==> config.mk <==
export PLATFORM = sky130hd
export DESIGN_NAME = lfsr_frame_seq
export DESIGN_NICKNAME = d
export VERILOG_FILES = /design/src/rtl/lfsr_frame_seq_pkg.sv /design/src/rtl/lfsr_frame_seq_lfsr.sv /design/src/rtl/lfsr_frame_seq_decode.sv /design/src/rtl/lfsr_frame_seq_wrsync.sv /design/src/rtl/lfsr_frame_seq.sv
export SDC_FILE = /design/constraint.sdc
export NUM_CORES = 1
export LEC_CHECK = 0
export BUFFER_PORTS_ARGS = -buffer_cell sky130_fd_sc_hd__buf_2
export CORE_MARGIN = 4
export CORE_UTILIZATION = 55
export DETAILED_ROUTE_END_ITERATION = 12
export PLACE_DENSITY_LB_ADDON = 0.25
export SYNTH_ARGS = -nofsm -noshare
export SYNTH_HDL_FRONTEND = slang
export SYNTH_SLANG_ARGS = --single-unit
==> constraint.sdc <==
create_clock -name clk -period 4.3 [get_ports clk]
set_input_delay 0.43 -clock clk [delete_from_list [all_inputs] [get_ports clk]]
set_output_delay 0.43 -clock clk [all_outputs]
set_load 0.03 [all_outputs]
==> src/rtl/lfsr_frame_seq_pkg.sv <==
// Package: shared types and elaboration-time helpers for the frame sequencer.
// Assumes a 15-bit register whose feedback is the XOR of its two top stages,
// shifted in at bit 0. Match states are derived by jumping the register
// forward with a GF(2) matrix power, so no long loop runs at elaboration.
package lfsr_frame_seq_pkg;

    localparam int LFSR_W = 15;
    localparam int NSTEPS = 5;

    typedef logic [LFSR_W-1:0]        lfsr_t;
    typedef logic [LFSR_W*LFSR_W-1:0] gf_mat_t;  // column i = image of unit vector i

    typedef enum logic [1:0] {
        WR_IDLE,
        WR_WAIT_EVEN,
        WR_WAIT_ODD
    } wr_state_e;

    // One shift step; an all-zero state takes a forced 1 so it cannot stall.
    function automatic lfsr_t lfsr_next(input lfsr_t s);
        logic fb;
        fb = (s == '0) ? 1'b1 : (s[LFSR_W-1] ^ s[LFSR_W-2]);
        return {s[LFSR_W-2:0], fb};
    endfunction

    // Apply a linear map to a vector.
    function automatic lfsr_t mat_apply(input gf_mat_t m, input lfsr_t v);
        lfsr_t r;
        r = '0;
        for (int i = 0; i < LFSR_W; i++) begin
            if (v[i]) r = r ^ m[i*LFSR_W +: LFSR_W];
        end
        return r;
    endfunction

    // Compose two linear maps: result = a after b.
    function automatic gf_mat_t mat_compose(input gf_mat_t a, input gf_mat_t b);
        gf_mat_t r;
        for (int i = 0; i < LFSR_W; i++) begin
            r[i*LFSR_W +: LFSR_W] = mat_apply(a, b[i*LFSR_W +: LFSR_W]);
        end
        return r;
    endfunction

    // State reached n ticks after loading all ones.
    function automatic lfsr_t lfsr_jump(input int unsigned n);
        gf_mat_t pw;
        gf_mat_t acc;
        for (int i = 0; i < LFSR_W; i++) begin
            pw[i*LFSR_W +: LFSR_W]  = lfsr_next(lfsr_t'(1) << i);
            acc[i*LFSR_W +: LFSR_W] = lfsr_t'(1) << i;
        end
        for (int b = 0; b < 32; b++) begin
            if (n[b]) acc = mat_compose(pw, acc);
            pw = mat_compose(pw, pw);
        end
        return mat_apply(acc, '1);
    endfunction

endpackage

==> src/rtl/lfsr_frame_seq_lfsr.sv <==
// Module: the shift-register counter.
// Advances on tick_i and reloads all ones on reload_i. Assumes reload_i is
// raised only in a tick cycle. Reset loads all ones.
module lfsr_frame_seq_lfsr
    import lfsr_frame_seq_pkg::*;
(
    input  logic  clk,
    input  logic  rst_n,
    input  logic  tick_i,
    input  logic  reload_i,
    output lfsr_t state_o
);

    lfsr_t state_q;

    // Load, reload or advance the register.
    always_ff @(posedge clk) begin
        if (!rst_n)        state_q <= '1;
        else if (reload_i) state_q <= '1;
        else if (tick_i)   state_q <= lfsr_next(state_q);
    end

    assign state_o = state_q;

    p_reload_on_tick_r4: assert property (@(posedge clk) disable iff (!rst_n)
        reload_i |-> tick_i);

    p_never_zero_r2: assert property (@(posedge clk) disable iff (!rst_n)
        state_q != '0);

endmodule

==> src/rtl/lfsr_frame_seq_decode.sv <==
// Module: step-point decoder.
// Compares the register against the states reached after the configured tick
// counts and maps the hits to strobe, final-step and interrupt requests for
// the selected mode. Purely combinational; the caller gates it by phase.
module lfsr_frame_seq_decode
    import lfsr_frame_seq_pkg::*;
#(
    parameter int unsigned STEP1_TICKS = 3728,
    parameter int unsigned STEP2_TICKS = 7456,
    parameter int unsigned STEP3_TICKS = 11185,
    parameter int unsigned STEP4_TICKS = 14914,
    parameter int unsigned STEP5_TICKS = 18640
) (
    input  lfsr_t state_i,
    input  logic  five_step_i,
    output logic  qtr_hit_o,
    output logic  half_hit_o,
    output logic  final_hit_o,
    output logic  irq_hit_o
);

    localparam int unsigned TICKS [NSTEPS] =
        '{STEP1_TICKS, STEP2_TICKS, STEP3_TICKS, STEP4_TICKS, STEP5_TICKS};

    logic [NSTEPS-1:0] hit;

    // One comparator per step point against its precomputed state.
    for (genvar g = 0; g < NSTEPS; g++) begin : g_step
        localparam lfsr_t TARGET = lfsr_jump(TICKS[g]);
        assign hit[g] = (state_i == TARGET);
    end

    // Map step hits to requests for the active mode.
    always_comb begin
        final_hit_o = five_step_i ? hit[4] : hit[3];
        qtr_hit_o   = hit[0] | hit[1] | hit[2] | final_hit_o;
        half_hit_o  = hit[1] | final_hit_o;
        irq_hit_o   = hit[3] & ~five_step_i;
    end

endmodule

==> src/rtl/lfsr_frame_seq_wrsync.sv <==
// Module: cycle parity and delayed write restart.
// Keeps an even/odd phase from reset (first cycle even). A control write arms
// a restart that fires on the first odd cycle after the first even cycle
// following the write. A newer write re-arms it.
module lfsr_frame_seq_wrsync
    import lfsr_frame_seq_pkg::*;
(
    input  logic clk,
    input  logic rst_n,
    input  logic mode_wr,
    input  logic force_i,
    output logic phase_odd_o,
    output logic wr_reload_o,
    output logic wr_force_o
);

    logic      phase_q;
    logic      force_q;
    wr_state_e st_q;

    // Alternate the phase every cycle.
    always_ff @(posedge clk) begin
        if (!rst_n) phase_q <= 1'b0;
        else        phase_q <= ~phase_q;
    end

    // Track the pending restart through its even and odd waits.
    always_ff @(posedge clk) begin
        if (!rst_n) begin
            st_q    <= WR_IDLE;
            force_q <= 1'b0;
        end else if (mode_wr) begin
            st_q    <= WR_WAIT_EVEN;
            force_q <= force_i;
        end else begin
            case (st_q)
                WR_WAIT_EVEN: if (!phase_q) st_q <= WR_WAIT_ODD;
                WR_WAIT_ODD:  if (phase_q)  st_q <= WR_IDLE;
                default:                    st_q <= WR_IDLE;
            endcase
        end
    end

    assign phase_odd_o = phase_q;
    assign wr_reload_o = (st_q == WR_WAIT_ODD) && phase_q && !mode_wr;
    assign wr_force_o  = wr_reload_o && force_q;

    p_restart_follows_write_r9: assert property (@(posedge clk) disable iff (!rst_n)
        wr_reload_o |-> ($past(mode_wr, 2) || $past(mode_wr, 3)));

endmodule

==> src/rtl/lfsr_frame_seq.sv <==
// Module: frame sequencer top.
// Holds the control bits, registers the strobes and the interrupt flag, and
// closes the reload loop between decoder and register. Assumes one write per
// restart window and single-cycle acknowledge pulses.
module lfsr_frame_seq
    import lfsr_frame_seq_pkg::*;
#(
    parameter int unsigned STEP1_TICKS = 3728,
    parameter int unsigned STEP2_TICKS = 7456,
    parameter int unsigned STEP3_TICKS = 11185,
    parameter int unsigned STEP4_TICKS = 14914,
    parameter int unsigned STEP5_TICKS = 18640
) (
    input  logic       clk,
    input  logic       rst_n,
    input  logic       mode_wr,
    input  logic [1:0] mode_wdata,
    input  logic       irq_ack,
    output logic       qtr_pulse,
    output logic       half_pulse,
    output logic       frame_irq
);

    lfsr_t state;
    logic  phase_odd, wr_reload, wr_force;
    logic  qtr_hit, half_hit, final_hit, irq_hit;
    logic  five_step_q, inhibit_q;
    logic  qtr_q, half_q, final_q, irq_q;
    logic  eval, irq_set, reload;

    lfsr_frame_seq_wrsync u_wrsync (
        .clk         (clk),
        .rst_n       (rst_n),
        .mode_wr     (mode_wr),
        .force_i     (mode_wdata[1]),
        .phase_odd_o (phase_odd),
        .wr_reload_o (wr_reload),
        .wr_force_o  (wr_force)
    );

    lfsr_frame_seq_lfsr u_lfsr (
        .clk      (clk),
        .rst_n    (rst_n),
        .tick_i   (phase_odd),
        .reload_i (reload),
        .state_o  (state)
    );

    lfsr_frame_seq_decode #(
        .STEP1_TICKS (STEP1_TICKS),
        .STEP2_TICKS (STEP2_TICKS),
        .STEP3_TICKS (STEP3_TICKS),
        .STEP4_TICKS (STEP4_TICKS),
        .STEP5_TICKS (STEP5_TICKS)
    ) u_decode (
        .state_i     (state),
        .five_step_i (five_step_q),
        .qtr_hit_o   (qtr_hit),
        .half_hit_o  (half_hit),
        .final_hit_o (final_hit),
        .irq_hit_o   (irq_hit)
    );

    assign eval    = ~phase_odd;
    assign irq_set = eval & irq_hit & ~inhibit_q;
    assign reload  = (phase_odd & final_q) | wr_reload;

    // Capture the control bits on a write.
    always_ff @(posedge clk) begin
        if (!rst_n) begin
            five_step_q <= 1'b0;
            inhibit_q   <= 1'b0;
        end else if (mode_wr) begin
            five_step_q <= mode_wdata[1];
            inhibit_q   <= mode_wdata[0];
        end
    end

    // Register strobes one cycle after a decoded state, or from a forced restart.
    always_ff @(posedge clk) begin
        if (!rst_n) begin
            qtr_q   <= 1'b0;
            half_q  <= 1'b0;
            final_q <= 1'b0;
        end else begin
            qtr_q   <= (eval & qtr_hit) | wr_force;
            half_q  <= (eval & half_hit) | wr_force;
            final_q <= eval & final_hit;
        end
    end

    // Interrupt flag: inhibit clears, final step sets, acknowledge clears.
    always_ff @(posedge clk) begin
        if (!rst_n)                       irq_q <= 1'b0;
        else if (mode_wr & mode_wdata[0]) irq_q <= 1'b0;
        else if (irq_set)                 irq_q <= 1'b1;
        else if (irq_ack)                 irq_q <= 1'b0;
    end

    assign qtr_pulse  = qtr_q;
    assign half_pulse = half_q;
    assign frame_irq  = irq_q;

    p_half_with_qtr_r3: assert property (@(posedge clk) disable iff (!rst_n)
        half_pulse |-> qtr_pulse);

    p_irq_rises_on_final_r6: assert property (@(posedge clk) disable iff (!rst_n)
        $rose(frame_irq) |-> half_pulse);

    p_ack_clears_r7: assert property (@(posedge clk) disable iff (!rst_n)
        (irq_ack && !irq_set) |=> !frame_irq);

    p_inhibit_clears_r8: assert property (@(posedge clk) disable iff (!rst_n)
        (mode_wr && mode_wdata[0]) |=> !frame_irq);

endmodule

### Word level (Yosys, flattened, before mapping)

Cells that the tools add are included.

| storage, ports and cells | value |
|---|---|
| bits of input ports | 6 |
| register bits after elaboration | 24 |
| output and inout port bits | 3 |

| cells by class | value |
|---|---|
| equality and inequality tests | 11 |
| reductions and logical operators | 11 |
| bitwise logic cells | 20 |
| multiplexer cells | 8 |

Operators with widths:

| operator | count |
|---|---|
| == test 15 x 14 -> 1 bit, second input constant | 2 |
| == test 15 x 12 -> 1 bit, second input constant | 1 |
| == test 15 x 13 -> 1 bit, second input constant | 1 |
| == test 15 bit, second input constant | 1 |
| logical NOT 15 bit | 1 |
| bitwise AND 1 bit | 8 |
| OR 1 bit | 7 |
| OR reduction 2 bit | 3 |
| two-way mux 1 bit | 5 |
| two-way mux 2 bit | 2 |
| NOT 1 bit | 4 |
| one-hot mux 2 bit (2 select lines) | 1 |
| AND reduction 2 bit | 2 |
| logical AND 1 bit | 3 |
| != test 3 x 2 -> 1 bit, second input constant | 1 |
| != test 3 bit, second input constant | 1 |
| == test 2 x 1 -> 1 bit, second input constant | 1 |
| == test 2 bit, second input constant | 1 |
| != test 2 x 1 -> 1 bit, second input constant | 1 |
| != test 2 bit, second input constant | 1 |
| nonzero test 2 bit | 1 |
| logical NOT 1 bit | 1 |
| bitwise XOR 1 bit | 1 |

### Depth between registers and ports, before layout

| depth | value |
|---|---|
| depth in word-level cells | 6 |
| gate-level depth with buffers | 6 |
| mapped depth without buffers | 4 |

### By module

A second synthesis with hierarchy kept.

| second synthesis, totals | value |
|---|---|
| cell total of the unflattened synthesis | 116 |
| area total of the unflattened synthesis | 1186.1 µm² |

Modules (own cells, without submodules):

| module | area an instance (µm²) | cells each | times used |
|---|---|---|---|
| lfsr_frame_seq_lfsr | 600.6 | 56 | 1 |
| lfsr_frame_seq | 226.5 | 21 | 1 |
| lfsr_frame_seq_decode | 191.4 | 23 | 1 |
| lfsr_frame_seq_wrsync | 167.7 | 16 | 1 |

### Worst setup path after synthesis

OpenSTA, ideal clock, no wires.

| timing | value |
|---|---|
| kind | reg-to-reg |
| start | reg u_lfsr.state_q[10] (netlist: u_lfsr.state_o[10]) |
| end | reg qtr_q (netlist: qtr_pulse) |
| stages on the path, launching flop included | 5 |
| buffers on the path | 0 |
| data arrival time | 1321 ps |
| setup slack | 2914 ps |
| data required time | 4235 ps |
| cells stage by stage | dfxtp_1 or4_4 nor4b_2 o2111ai_1 nand4b_1 |

| on the way | value |
|---|---|
| longest elaborated chain between the ends | 6 |

Ends and longest elaborated chain:

| what | line | RTL |
|---|---|---|
| start: declaration | lfsr_frame_seq_lfsr.sv:14 | `lfsr_t state_q;` |
| start signal: assignment | lfsr_frame_seq_lfsr.sv:20 | `else if (tick_i) state_q <= lfsr_next(state_q);` |
| == test 15 x 13 -> 1 bit / == test 15 x 14 -> 1 bit (equally long branches) | lfsr_frame_seq_decode.sv:30 | `assign hit[g] = (state_i == TARGET);` |
| OR 1 bit (2 in a row) | lfsr_frame_seq_decode.sv:36 | `qtr_hit_o = hit[0] \| hit[1] \| hit[2] \| final_hit_o;` |
| OR 1 bit * | lfsr_frame_seq_decode.sv:36 |  |
| bitwise AND 1 bit * | lfsr_frame_seq.sv:86 | `qtr_q <= (eval & qtr_hit) \| wr_force;` |
| OR 1 bit * | lfsr_frame_seq.sv:86 |  |
| end signal: assignment | lfsr_frame_seq.sv:86 |  |
| end: declaration | lfsr_frame_seq.sv:28 | `logic qtr_q, half_q, final_q, irq_q;` |

Mark *: on every way between the ends. The rest lies on a longest branch, timed or not.
A chain may end at the register's enable or synchronous reset.

### Worst setup path in the final report

| timing | value |
|---|---|
| start | reg u_wrsync.phase_q (netlist: u_wrsync.phase_odd_o) |
| end | reg qtr_q (netlist: qtr_pulse) |

| on the way | value |
|---|---|
| longest elaborated chain between the ends | 4 |

Ends and longest elaborated chain:

| what | line | RTL |
|---|---|---|
| start: declaration | lfsr_frame_seq_wrsync.sv:17 | `logic phase_q;` |
| start signal: assignment | lfsr_frame_seq_wrsync.sv:24 | `else phase_q <= ~phase_q;` |
| logical AND 1 bit (2 in a row) | lfsr_frame_seq_wrsync.sv:45 | `assign wr_reload_o = (st_q == WR_WAIT_ODD) && phase_q && !mode_wr;` |
| logical AND 1 bit | lfsr_frame_seq_wrsync.sv:46 | `assign wr_force_o = wr_reload_o && force_q;` |
| OR 1 bit * | lfsr_frame_seq.sv:86 |  |

Marks and branches as above.

==> out/qor.yml <==
run_status:
  status: "finished clean"
floorplanning:
  core_mm2: 0.00178
  die_y_um: 52
  pin_count: 9
  dieArea_mm2: 0.00270
  num_rows: 15
  initial_core_util_pct: 59.7
  die_w_um: 52
sta:
  setup_violations: 0
  hold_viol_final: 0
  drv_slew: 0
  fin_crit_ps: 1790
  tns_ps: 0
  worstMarginPinSlew_ps: 954
  relSlewSlack_pct: 36.3
  rsz0062_at_grt: "no"
  fmax_mhz: 560
  fin_ws_ps: 2510
  skew_ps: 5.38
  period_share_pct: 41.6
placed_design:
  hpwl_um: 1480
  placed_cells: 137
  portBuffers: 8
  routabilityCongestion: 0.827
  place_ws_ps: 2540
clock_tree:
  cts.clk_slew.worst_paths_ps: 120
  cts_made_buffers: 3
  cts_max_level: 1
  cts_tree: "built"
  cts_root_buf: "clkbuf_4"
  clockBufferDepth: 2
  cts_setup_buffers: 0
  clk_latency_ps: 310
  cts_num_sinks: 24
  cts_hold_buf: 0
  cts_resized: 0
drt:
  viasPerCell: 5.70
  vias: 804
  ant_nets: 0
  post-route-drc-count: 0
  drt_iter0_drc: 22
  first_pass_iters: 4
  drt-wirelength-per-cell_um: 14.1
  postRouteWirelength_um: 1990
worst_setup_path:
  cp-end-kind: "flip-flop"
  r2r-start: "u_wrsync.phase_odd_o$_SDFF_PN0_"
  crit_arrival_ps: 1980
  worstPathMaxFanout: 22
  setup.worst_path.class: "reg2reg"
  cp.required_ps: 4500
  setup.worst_path.start: "u_wrsync.phase_odd_o$_SDFF_PN0_"
  startpoint_type: "flip-flop"
final_layout:
  mostFrequentLayoutCells: "dfxtp_1 (24), nand2_1 (19), mux2i_1 (14)"
  drive_gt1_share_pct: 13.8
  final_cells: 141
  n_antenna_cell: 0
  area_growth_pct: 9.64
  fin_nets: 123
  layout_commonest_cell: "dfxtp_1"
power:
  power_mw: 0.416
  powerDensity_mw_per_mm2: 357
  power_leakage_nw: 0.459
  peakVddDrop_v: 0.000247
global_route:
  grt_max_degree: 23
  grtUsageTotal_pct: 17.9
  gr-total-overflow: 0
  grt_pass1_wl_um: 3580
  grt_pass1_vias: 837
  antenna_found_initial: 0
run:
  drv_cap: 0
yosys:
  ys_ff_latch: 24
  syn_nets: 115
  synth.largest_area_cell: "dfxtp_1"
  syn_area_per_cell_um2: 9.77
  yosysUniqueCellTypes: 39
  yosysWarnings: 0
  yosys-top-cells-area: "dfxtp_1 (45%), mux2i_1 (13%), nand2_1 (6.7%)"
  synth_top_area_share_pct: 45.1
  netlist_area_mm2: 0.00106
  synth_cells: 109
  yosysSeqAreaShare_pct: 45.1
worst_hold_path:
  min_path_type: "in2reg"
  holdCritStartpoint: "mode_wr"
-- report_power, final --
group          internal, mW  total, mW  switching [mW]
registers             0.227      0.238          0.0104
clock network        0.0943      0.159          0.0646
logic                0.0110     0.0195         0.00844
total                 0.333      0.416          0.0835
-- state kept, by name (all words and copies together) (netlist names) --
name,flops
final_q,1
u_wrsync.phase_odd_o,1
qtr_pulse,1
u_wrsync.force_q,1
frame_irq,1
u_lfsr.state_o,15
inhibit_q,1
u_wrsync.st_q,2
half_pulse,1
-- critical path: stages, from the launching register on --
cell      delay [ps]
dfxtp_1          970
nand2b_1         300
nor4_2            80
a31oi_1          210
nand4b_1         120
-- per-layer routing --
layer | track usage (%) | vias to the layer above | share of wire (%)
li1 | - | 415 | -
met1 | 20.9 | 377 | 47
met2 | 31.4 | 10 | 48
met3 | 6.02 | 2 | 4.0
met4 | 3.93 | 0 | 0.60
met5 | 0 | - | 0
-- logic make-up after synthesis --
kind of cell	count (synthesis)	share of synthesized area, %
simple gates	52	31.0
mux	14	13.2
flops	24	45.1
buf+inv	8	3.06
compound gates	10	6.82
xor+xnor	1	0.823
-- Yosys cell counts, drive strengths merged --
cell and instances:
nor4 4, o2111ai 1, and4b 1, xnor2 1, mux2i 14, o221ai 1
and4bb 1, nor4b 5, o21ai 2, nand2b 4, and2 1, nor4bb 1
a311oi 1, o31ai 1, nand2 19, and3 1, nor2 3, nand4 1
nand3b 1, or4b 1, nor3b 1, nor2b 1, inv 3, dfxtp 24
buf 3, o21a 1, or4 1, nand4bb 1, nor3 1, o211ai 1
a31oi 1, a21boi 1, and4 1, nand3 1, clkbuf 2, nand4b 2
-- cell type report --
type | instances | area, um2
tap | 25 | 31.3
clock buffer | 3 | 22.5
multi-input combinational | 77 | 552
fill | 164 | 616
clock inverter | 1 | 30.0
inverter | 3 | 11.3
sequential | 24 | 480
timing repair buffer | 8 | 40.0
-- through the flow --
step / hold WS, ps / instance area [um2] / util (%)
6_report: 360 / 1170 / 65.5
5_1_grt: 359 / 1170 / 65.5
4_1_cts: 354 / 1170 / 65.5
3_5_place_dp: 490 / 1110 / 62.5
3_3_place_gp: 479 / 1110 / 62.5
2_1_floorplan: 456 / 1060 / -
-- path summary, 6_finish.rpt --
kind / endpoint / slack [ps] / cells after the start
max: qtr_pulse$_SDFF_PN0_ / 2510 / 4
min: u_wrsync.st_q[1]$_SDFFE_PP0P_ / 360 / 2
max reg2reg: qtr_pulse$_SDFF_PN0_ / 2510 / 4
min reg2reg: inhibit_q$_SDFFE_PN0P_ / 510 / 2
Power figures use the tool's default switching activity.
